[config.mk]
export PLATFORM = sky130hd
export DESIGN_NAME = coh_home_dir
export DESIGN_NICKNAME = d
export VERILOG_FILES = /design/src/rtl/coh_dir_pkg.sv /design/src/rtl/coh_dir_store.sv /design/src/rtl/coh_ack_tracker.sv /design/src/rtl/coh_dir_fsm.sv /design/src/rtl/coh_home_dir.sv
export SDC_FILE = /design/constraint.sdc
export NUM_CORES = 2
export LEC_CHECK = 0
export BUFFER_PORTS_ARGS = -buffer_cell sky130_fd_sc_hd__buf_4
export CORE_AREA = 2 2 498 500
export CTS_CLUSTER_SIZE = 14
export DETAILED_ROUTE_END_ITERATION = 10
export DIE_AREA = 0 0 500 502
export PLACE_DENSITY = 0.66
export SLEW_MARGIN = 20
export SYNTH_ARGS = -nofsm -noshare
export SYNTH_HDL_FRONTEND = slang
export SYNTH_HIERARCHICAL = 1
export SYNTH_SLANG_ARGS = --single-unit
[constraint.sdc]
create_clock -name clk -period 3.9 [get_ports clk]
set_input_delay 0.585 -clock clk [delete_from_list [all_inputs] [get_ports clk]]
set_output_delay 0.585 -clock clk [all_outputs]
set_load 0.05 [all_outputs]
[src/rtl/coh_dir_pkg.sv]
package coh_dir_pkg;
    localparam int unsigned NODES  = 8;
    localparam int unsigned LINES  = 256;
    localparam int unsigned DATA_W = 32;
    localparam int unsigned NODE_W = $clog2(NODES);
    localparam int unsigned LINE_W = $clog2(LINES);
    localparam int unsigned CNT_W  = $clog2(NODES + 1);

    typedef logic [NODES-1:0]  node_mask_t;
    typedef logic [NODE_W-1:0] node_id_t;
    typedef logic [LINE_W-1:0] line_idx_t;
    typedef logic [DATA_W-1:0] line_data_t;

    typedef struct packed {
        logic       dirty;
        node_mask_t present;
    } dir_entry_t;

    typedef enum logic [2:0] {
        ST_IDLE,
        ST_DECIDE,
        ST_INV,
        ST_WAIT_ACK,
        ST_MEM_RD,
        ST_RECALL,
        ST_MEM_WR,
        ST_GRANT
    } dir_state_e;
endpackage

[src/rtl/coh_dir_store.sv]
module coh_dir_store
    import coh_dir_pkg::*;
(
    input  logic       clk,
    input  logic       rst_n,
    input  line_idx_t  rd_line,
    output dir_entry_t rd_entry,
    input  logic       wr_en,
    input  line_idx_t  wr_line,
    input  dir_entry_t wr_entry
);
    dir_entry_t table_q [LINES];
    dir_entry_t table_d [LINES];

    always_comb begin
        for (int i = 0; i < LINES; i++) begin
            table_d[i] = table_q[i];
        end
        if (wr_en) begin
            table_d[wr_line] = wr_entry;
        end
    end

    always_ff @(posedge clk or negedge rst_n) begin
        if (!rst_n) begin
            for (int i = 0; i < LINES; i++) begin
                table_q[i] <= '0;
            end
        end else begin
            for (int i = 0; i < LINES; i++) begin
                table_q[i] <= table_d[i];
            end
        end
    end

    assign rd_entry = table_q[rd_line];

    // a dirty record always names exactly one holder
    a_r3_dirty_one_owner: assert property (@(posedge clk) disable iff (!rst_n)
        (wr_en && wr_entry.dirty) |-> ($countones(wr_entry.present) == 1));
endmodule

[src/rtl/coh_ack_tracker.sv]
module coh_ack_tracker
    import coh_dir_pkg::*;
(
    input  logic       clk,
    input  logic       rst_n,
    input  logic       load,
    input  node_mask_t load_mask,
    input  node_mask_t ack,
    output logic       all_done
);
    typedef struct packed {
        node_mask_t       pend;
        logic [CNT_W-1:0] cnt;
    } trk_regs_t;

    trk_regs_t r_q, r_d;

    function automatic logic [CNT_W-1:0] pop(input node_mask_t m);
        logic [CNT_W-1:0] s;
        s = '0;
        for (int i = 0; i < NODES; i++) begin
            s = s + CNT_W'(m[i]);
        end
        return s;
    endfunction

    always_comb begin
        r_d = r_q;
        if (load) begin
            r_d.pend = load_mask;
            r_d.cnt  = pop(load_mask);
        end else begin
            r_d.pend = r_q.pend & ~ack;
            r_d.cnt  = r_q.cnt - pop(r_q.pend & ack);
        end
    end

    always_ff @(posedge clk or negedge rst_n) begin
        if (!rst_n) r_q <= '0;
        else        r_q <= r_d;
    end

    assign all_done = (r_q.cnt == '0);

    // outstanding count tracks the pending set exactly
    a_r5_count_matches: assert property (@(posedge clk) disable iff (!rst_n)
        r_q.cnt == CNT_W'($countones(r_q.pend)));
    // without a new load the outstanding count never grows
    a_r5_no_growth: assert property (@(posedge clk) disable iff (!rst_n)
        !load |=> (r_q.cnt <= $past(r_q.cnt)));
endmodule

[src/rtl/coh_dir_fsm.sv]
module coh_dir_fsm
    import coh_dir_pkg::*;
(
    input  logic       clk,
    input  logic       rst_n,
    input  logic       req_valid,
    output logic       req_ready,
    input  logic       req_write,
    input  node_id_t   req_node,
    input  line_idx_t  req_line,
    output line_idx_t  rd_line,
    input  dir_entry_t rd_entry,
    output logic       wr_en,
    output line_idx_t  wr_line,
    output dir_entry_t wr_entry,
    output logic       trk_load,
    output node_mask_t trk_mask,
    input  logic       trk_done,
    output line_idx_t  txn_line,
    output logic       mem_rd_valid,
    output logic       mem_wr_valid,
    output line_data_t mem_wr_data,
    input  logic       mem_done,
    input  line_data_t mem_rd_data,
    output logic       recall_valid,
    output logic       recall_excl,
    output node_id_t   recall_node,
    input  logic       recall_done,
    input  line_data_t recall_data,
    output node_mask_t inv_valid,
    output logic       grant_valid,
    output logic       grant_write,
    output node_id_t   grant_node,
    output line_idx_t  grant_line,
    output line_data_t grant_data
);
    typedef struct packed {
        dir_state_e state;
        logic       write;
        node_id_t   node;
        line_idx_t  line;
        line_data_t data;
        dir_entry_t next_entry;
        node_mask_t inv_mask;
        node_id_t   owner;
        logic       excl;
    } fsm_regs_t;

    fsm_regs_t r_q, r_d;
    node_mask_t req_bit;
    node_id_t   owner_idx;

    always_comb begin
        owner_idx = '0;
        for (int i = 0; i < NODES; i++) begin
            if (rd_entry.present[i]) owner_idx = node_id_t'(i);
        end
    end

    assign req_bit = node_mask_t'(1) << r_q.node;

    always_comb begin
        r_d = r_q;
        case (r_q.state)
            ST_IDLE: begin
                if (req_valid) begin
                    r_d.write = req_write;
                    r_d.node  = req_node;
                    r_d.line  = req_line;
                    r_d.state = ST_DECIDE;
                end
            end
            ST_DECIDE: begin
                r_d.owner = owner_idx;
                r_d.excl  = r_q.write;
                if (rd_entry.dirty && rd_entry.present[r_q.node]) begin
                    r_d.next_entry = rd_entry;
                    r_d.data       = '0;
                    r_d.state      = ST_GRANT;
                end else if (rd_entry.dirty) begin
                    r_d.next_entry.dirty   = r_q.write;
                    r_d.next_entry.present = r_q.write ? req_bit
                                                       : (rd_entry.present | req_bit);
                    r_d.state = ST_RECALL;
                end else if (r_q.write) begin
                    r_d.inv_mask           = rd_entry.present & ~req_bit;
                    r_d.next_entry.dirty   = 1'b1;
                    r_d.next_entry.present = req_bit;
                    r_d.state = (|(rd_entry.present & ~req_bit)) ? ST_INV : ST_MEM_RD;
                end else begin
                    r_d.next_entry.dirty   = 1'b0;
                    r_d.next_entry.present = rd_entry.present | req_bit;
                    r_d.state = ST_MEM_RD;
                end
            end
            ST_INV: begin
                r_d.state = ST_WAIT_ACK;
            end
            ST_WAIT_ACK: begin
                if (trk_done) r_d.state = ST_MEM_RD;
            end
            ST_MEM_RD: begin
                if (mem_done) begin
                    r_d.data  = mem_rd_data;
                    r_d.state = ST_GRANT;
                end
            end
            ST_RECALL: begin
                if (recall_done) begin
                    r_d.data  = recall_data;
                    r_d.state = r_q.excl ? ST_GRANT : ST_MEM_WR;
                end
            end
            ST_MEM_WR: begin
                if (mem_done) r_d.state = ST_GRANT;
            end
            ST_GRANT: begin
                r_d.state = ST_IDLE;
            end
            default: r_d.state = ST_IDLE;
        endcase
    end

    always_ff @(posedge clk or negedge rst_n) begin
        if (!rst_n) begin
            r_q       <= '0;
            r_q.state <= ST_IDLE;
        end else begin
            r_q <= r_d;
        end
    end

    assign req_ready    = (r_q.state == ST_IDLE);
    assign rd_line      = r_q.line;
    assign wr_en        = (r_q.state == ST_GRANT);
    assign wr_line      = r_q.line;
    assign wr_entry     = r_q.next_entry;
    assign trk_load     = (r_q.state == ST_INV);
    assign trk_mask     = r_q.inv_mask;
    assign txn_line     = r_q.line;
    assign mem_rd_valid = (r_q.state == ST_MEM_RD);
    assign mem_wr_valid = (r_q.state == ST_MEM_WR);
    assign mem_wr_data  = r_q.data;
    assign recall_valid = (r_q.state == ST_RECALL);
    assign recall_excl  = r_q.excl;
    assign recall_node  = r_q.owner;
    assign inv_valid    = (r_q.state == ST_INV) ? r_q.inv_mask : '0;
    assign grant_valid  = (r_q.state == ST_GRANT);
    assign grant_write  = r_q.write;
    assign grant_node   = r_q.node;
    assign grant_line   = r_q.line;
    assign grant_data   = r_q.data;

    // grant lasts one cycle
    a_r10_grant_pulse: assert property (@(posedge clk) disable iff (!rst_n)
        grant_valid |=> !grant_valid);
    // a grant only once every invalidation is acknowledged
    a_r5_grant_acked: assert property (@(posedge clk) disable iff (!rst_n)
        grant_valid |-> trk_done);
    // invalidations are a single-cycle pulse
    a_r4_inv_pulse: assert property (@(posedge clk) disable iff (!rst_n)
        (|inv_valid) |=> (inv_valid == '0));
    // recall and memory requests stay up until answered
    a_r10_recall_held: assert property (@(posedge clk) disable iff (!rst_n)
        (recall_valid && !recall_done) |=> recall_valid);
    a_r10_mem_held: assert property (@(posedge clk) disable iff (!rst_n)
        ((mem_rd_valid || mem_wr_valid) && !mem_done) |=> (mem_rd_valid || mem_wr_valid));
    // an accepted request makes the controller busy
    a_r9_busy_after_accept: assert property (@(posedge clk) disable iff (!rst_n)
        (req_valid && req_ready) |=> !req_ready);
    // a recall never targets the requester
    a_r7_recall_not_self: assert property (@(posedge clk) disable iff (!rst_n)
        recall_valid |-> (recall_node != r_q.node));
endmodule

[src/rtl/coh_home_dir.sv]
module coh_home_dir
    import coh_dir_pkg::*;
(
    input  logic                clk,
    input  logic                rst_n,
    input  logic                req_valid,
    output logic                req_ready,
    input  logic                req_write,
    input  logic [NODE_W-1:0]   req_node,
    input  logic [LINE_W-1:0]   req_line,
    output logic [LINE_W-1:0]   txn_line,
    output logic                mem_rd_valid,
    output logic                mem_wr_valid,
    output logic [DATA_W-1:0]   mem_wr_data,
    input  logic                mem_done,
    input  logic [DATA_W-1:0]   mem_rd_data,
    output logic                recall_valid,
    output logic                recall_excl,
    output logic [NODE_W-1:0]   recall_node,
    input  logic                recall_done,
    input  logic [DATA_W-1:0]   recall_data,
    output logic [NODES-1:0]    inv_valid,
    input  logic [NODES-1:0]    inv_ack,
    output logic                grant_valid,
    output logic                grant_write,
    output logic [NODE_W-1:0]   grant_node,
    output logic [LINE_W-1:0]   grant_line,
    output logic [DATA_W-1:0]   grant_data
);
    line_idx_t  rd_line, wr_line;
    dir_entry_t rd_entry, wr_entry;
    logic       wr_en, trk_load, trk_done;
    node_mask_t trk_mask;

    coh_dir_store u_store (
        .clk      (clk),
        .rst_n    (rst_n),
        .rd_line  (rd_line),
        .rd_entry (rd_entry),
        .wr_en    (wr_en),
        .wr_line  (wr_line),
        .wr_entry (wr_entry)
    );

    coh_ack_tracker u_trk (
        .clk       (clk),
        .rst_n     (rst_n),
        .load      (trk_load),
        .load_mask (trk_mask),
        .ack       (inv_ack),
        .all_done  (trk_done)
    );

    coh_dir_fsm u_fsm (
        .clk          (clk),
        .rst_n        (rst_n),
        .req_valid    (req_valid),
        .req_ready    (req_ready),
        .req_write    (req_write),
        .req_node     (req_node),
        .req_line     (req_line),
        .rd_line      (rd_line),
        .rd_entry     (rd_entry),
        .wr_en        (wr_en),
        .wr_line      (wr_line),
        .wr_entry     (wr_entry),
        .trk_load     (trk_load),
        .trk_mask     (trk_mask),
        .trk_done     (trk_done),
        .txn_line     (txn_line),
        .mem_rd_valid (mem_rd_valid),
        .mem_wr_valid (mem_wr_valid),
        .mem_wr_data  (mem_wr_data),
        .mem_done     (mem_done),
        .mem_rd_data  (mem_rd_data),
        .recall_valid (recall_valid),
        .recall_excl  (recall_excl),
        .recall_node  (recall_node),
        .recall_done  (recall_done),
        .recall_data  (recall_data),
        .inv_valid    (inv_valid),
        .grant_valid  (grant_valid),
        .grant_write  (grant_write),
        .grant_node   (grant_node),
        .grant_line   (grant_line),
        .grant_data   (grant_data)
    );
endmodule

==> impl_metrics.toml <==
[sta]
hold_viol = 0
skew_ps = 53.4
whs_ps = 54.2
relSlewSlack_pct = 21.4
rsz0062_at_grt = "true"
tightest_slew_ps = 1180
tns_ps = -13840
maxSlewViolCount = 0
max_freq_mhz = 231
fin_crit_sh_pct = 111
setup_viol = 43
setup_ws_ps = -432
fin_crit_ps = 4330

[logic_synthesis]
synthCells = 7304
synth_seq_cells = 2384
synth_top_area_share_pct = 54.2
ys_seq_area_share_pct = 54.2
syn_nets = 7412
synthTopCellsByArea = "dfrtp_1 (54%), mux2_2 (24%), mux4_2 (10%)"
ys_types = 74
syn_area_per_cell_sq_um = 15.1
syn_area_sq_mm = 0.110
synthArstFlopShare_pct = 100
yosys_most_used_dff = "dfrtp_1"
synth_edf_count = 0
synth_top_cell_by_area = "dfrtp_1"
synth_warnings = 6

[worst_setup_path]
crit_buf_inv = 5
crit_top_cell = "buf_16"
critPathMaxFanout = 8
arrival_ps = 5080
startpoint_type = "flip-flop"
cp_slowest_cell = "or4_4"
cp-end-kind = "flip-flop"
crit_type = "reg -> reg"
crit_chain = "buf_12 > buf_4 > buf_16 > mux4_2 > a22oi_2 > a21oi_2 > or4_4 > o311a_4 > mux2i_4 > nand3_2 > and4_4 > o21ai_4 > buf_6 > buf_16 > mux2_4"
worstPathRequired_ps = 4650
cpLargestDelayFamily = "multiplexers"
max_stage_delay_ps = 590

[final_layout]
nets = 7916
layout_common_cells = "dfrtp_1 (2369), mux2_2 (2319), buf_4 (703)"
drive_above_1_share_pct = 55.7
fill_cells = 19800
final_common_cell = "dfrtp_1"
final_area_sq_mm = 0.129
area.growth.synth_to_final_pct = 17.6

[drt]
drtAntennaViolNets = 0
finalWirelength_um = 309000
drt_iter0_drc = 5566
route.detailed.drc = 0
wl_per_cell_um = 27.5
viasPerCell = 5.99
vias = 67300
dr.pass1.iters = 8

[clock_tree]
cts_buffers = 237
clock_latency_ps = 900
htreeDepth = 4
cts_tree = "built"
cts_num_sinks = 2384
cts.clk_slew.worst_paths_ps = 70
clockBufferDepth = 3
cts-root-buf = "clkbuf_16"

[global_route]
grtUsageTotal_pct = 24.6
overflow = 0
antenna_found_initial = 6
grt_pass1_vias = 70500
grt_max_degree = 168
grt_pass1_wl_um = 467000

[power]
leakage_uw = 0.0615
finalPower_uw = 85600
powerDensity_mw_per_mm2 = 661
ir_drop_mv = 0.645

[placement]
port_buffers = 189
gp_congestion = 0.892
placed_area_sq_mm = 0.118
place_hpwl_um = 203000

[floorplan]
start_util_pct = 44.9
coreArea_sq_mm = 0.245
num_rows = 182
io_pins = 190
dieHeight_um = 502
fp.dieArea_sq_mm = 0.251
die_x_um = 500

[status]
status = "finished with violations"
violations = "setup timing"

[worst_hold_path]
hp-class = "in -> reg"

[run]
maxCapViolCount = 0
==> kinds of logic after synthesis <==
family,Yosys count,synth area share (%)
flip-flops,2384,54.2
XOR/XNOR,4,0.0318
adder cells (fa/ha/maj),19,0.298
multiplexers,2983,35.6
AND/OR/NAND/NOR,586,2.62
AO/OA/AOI/OAI,631,4.05
buffers and inverters,697,3.23
==> power breakdown <==
part / internal [uW] / switching [uW]
Combinational: 13700 / 18200
Sequential: 27500 / 2730
Clock: 13500 / 9960
==> repair_timing <==
item | CTS | global route
gates cloned | 17 | 4
setup buffers | 24 | 64
pin swaps | 32 | 53
resized for setup | 173 | 131
hold buffers | 47 | 0
setup endpoints to repair | 57 | 122
endpoints found under the hold margin | 84 | 0
==> synth_stat cells (7+ instances only) <==
library cell / count
dfrtp_1: 2384
mux2_2: 2320
mux4_2: 497
clkbuf_1: 371
nand2_1: 188
a22oi_1: 184
buf_4: 158
mux2i_1: 136
nor2_1: 134
a21oi_1: 130
nor2_2: 95
buf_2: 89
a22o_1: 66
o21ai_0: 59
o221ai_1: 41
buf_6: 30
mux2_4: 30
nor3_1: 30
inv_1: 27
and2_1: 23
a221oi_1: 22
nor4_1: 22
buf_1: 19
nor2b_1: 18
o22ai_1: 18
nand3_1: 15
a211oi_1: 14
nand2b_1: 13
fa_1: 12
o21a_1: 12
a31oi_1: 10
a221o_1: 9
o32ai_1: 9
ha_1: 7
o21ai_1: 7
o31ai_1: 7
==> sequential cells by signal, summed over array words and instances, names as in the netlist <==
signal	count
u_store/table_q	2304
u_fsm/grant_data	32
u_trk/r_q	12
u_fsm/wr_entry	9
u_fsm/grant_line	8
u_fsm/trk_mask	8
u_fsm/grant_node	3
u_fsm/r_q	3
u_fsm/recall_node	3
u_fsm/grant_write	1
u_fsm/recall_excl	1
==> final cells by class <==
| cell class | instances | area [sq um] | share of cell area, % |
|---|---|---|---|
| inverters | 28 | 105 | 0.0812 |
| flip-flops and latches | 2384 | 59700 | 46.1 |
| diodes | 10 | 25.0 | 0.0193 |
| clock inverters | 90 | 1130 | 0.870 |
| multi-input cells | 4223 | 48100 | 37.2 |
| clock buffers | 349 | 6930 | 5.35 |
| well taps | 3220 | 4030 | 3.11 |
| repair buffers | 934 | 9460 | 7.30 |
==> layer usage <==
layer  part of all wire, %  vias up  GRT usage [%]
met5                0.0074        -              0
met4                   3.8        2           9.42
met3                   6.1      538           4.37
met2                    46     2058           38.2
met1                    44    36500           34.5
li1                      -    28200              -
==> final timing paths <==
check | slack, ps | startpoint | endpoint | cells past startpoint
max in group asynchronous | 2180 | rst_n | u_store/table_q[2236]$_DFFE_PN0P_ | 4
min in group asynchronous | 280 | rst_n | u_store/table_q[158]$_DFFE_PN0P_ | 2
setup reg to reg | -430 | u_fsm/grant_line[0]$_DFFE_PN0P_ | u_fsm/grant_data[25]$_DFFE_PN0P_ | 15
hold / removal | 50 | req_line[1] | u_fsm/grant_line[1]$_DFFE_PN0P_ | 2
hold reg to reg | 500 | u_trk/r_q[4]$_DFF_PN0_ | u_trk/r_q[4]$_DFF_PN0_ | 1
setup / recovery | -430 | u_fsm/grant_line[0]$_DFFE_PN0P_ | u_fsm/grant_data[25]$_DFFE_PN0P_ | 15
==> stage by stage <==
step	utilization [%]	setup WS [ps]	instances
after CTS	52.3	-474	11200
after detailed placement	48.2	-856	10600
after global placement	48.2	-930	10600
after floorplan	-	177	7304
final	52.8	-432	11200
after global routing	52.8	-469	11200
==> worst reg2reg max path: cells and delay by family (launching register included) <==
kind                   cells  cell delay (ps)
muxes                      3             1090
and+or+nand+nor            3              960
buffers and inverters      5              830
AOI/OAI and AO/OA          4              760
DFF                        1              530
No activity file was read; power rests on OpenSTA's default activity.
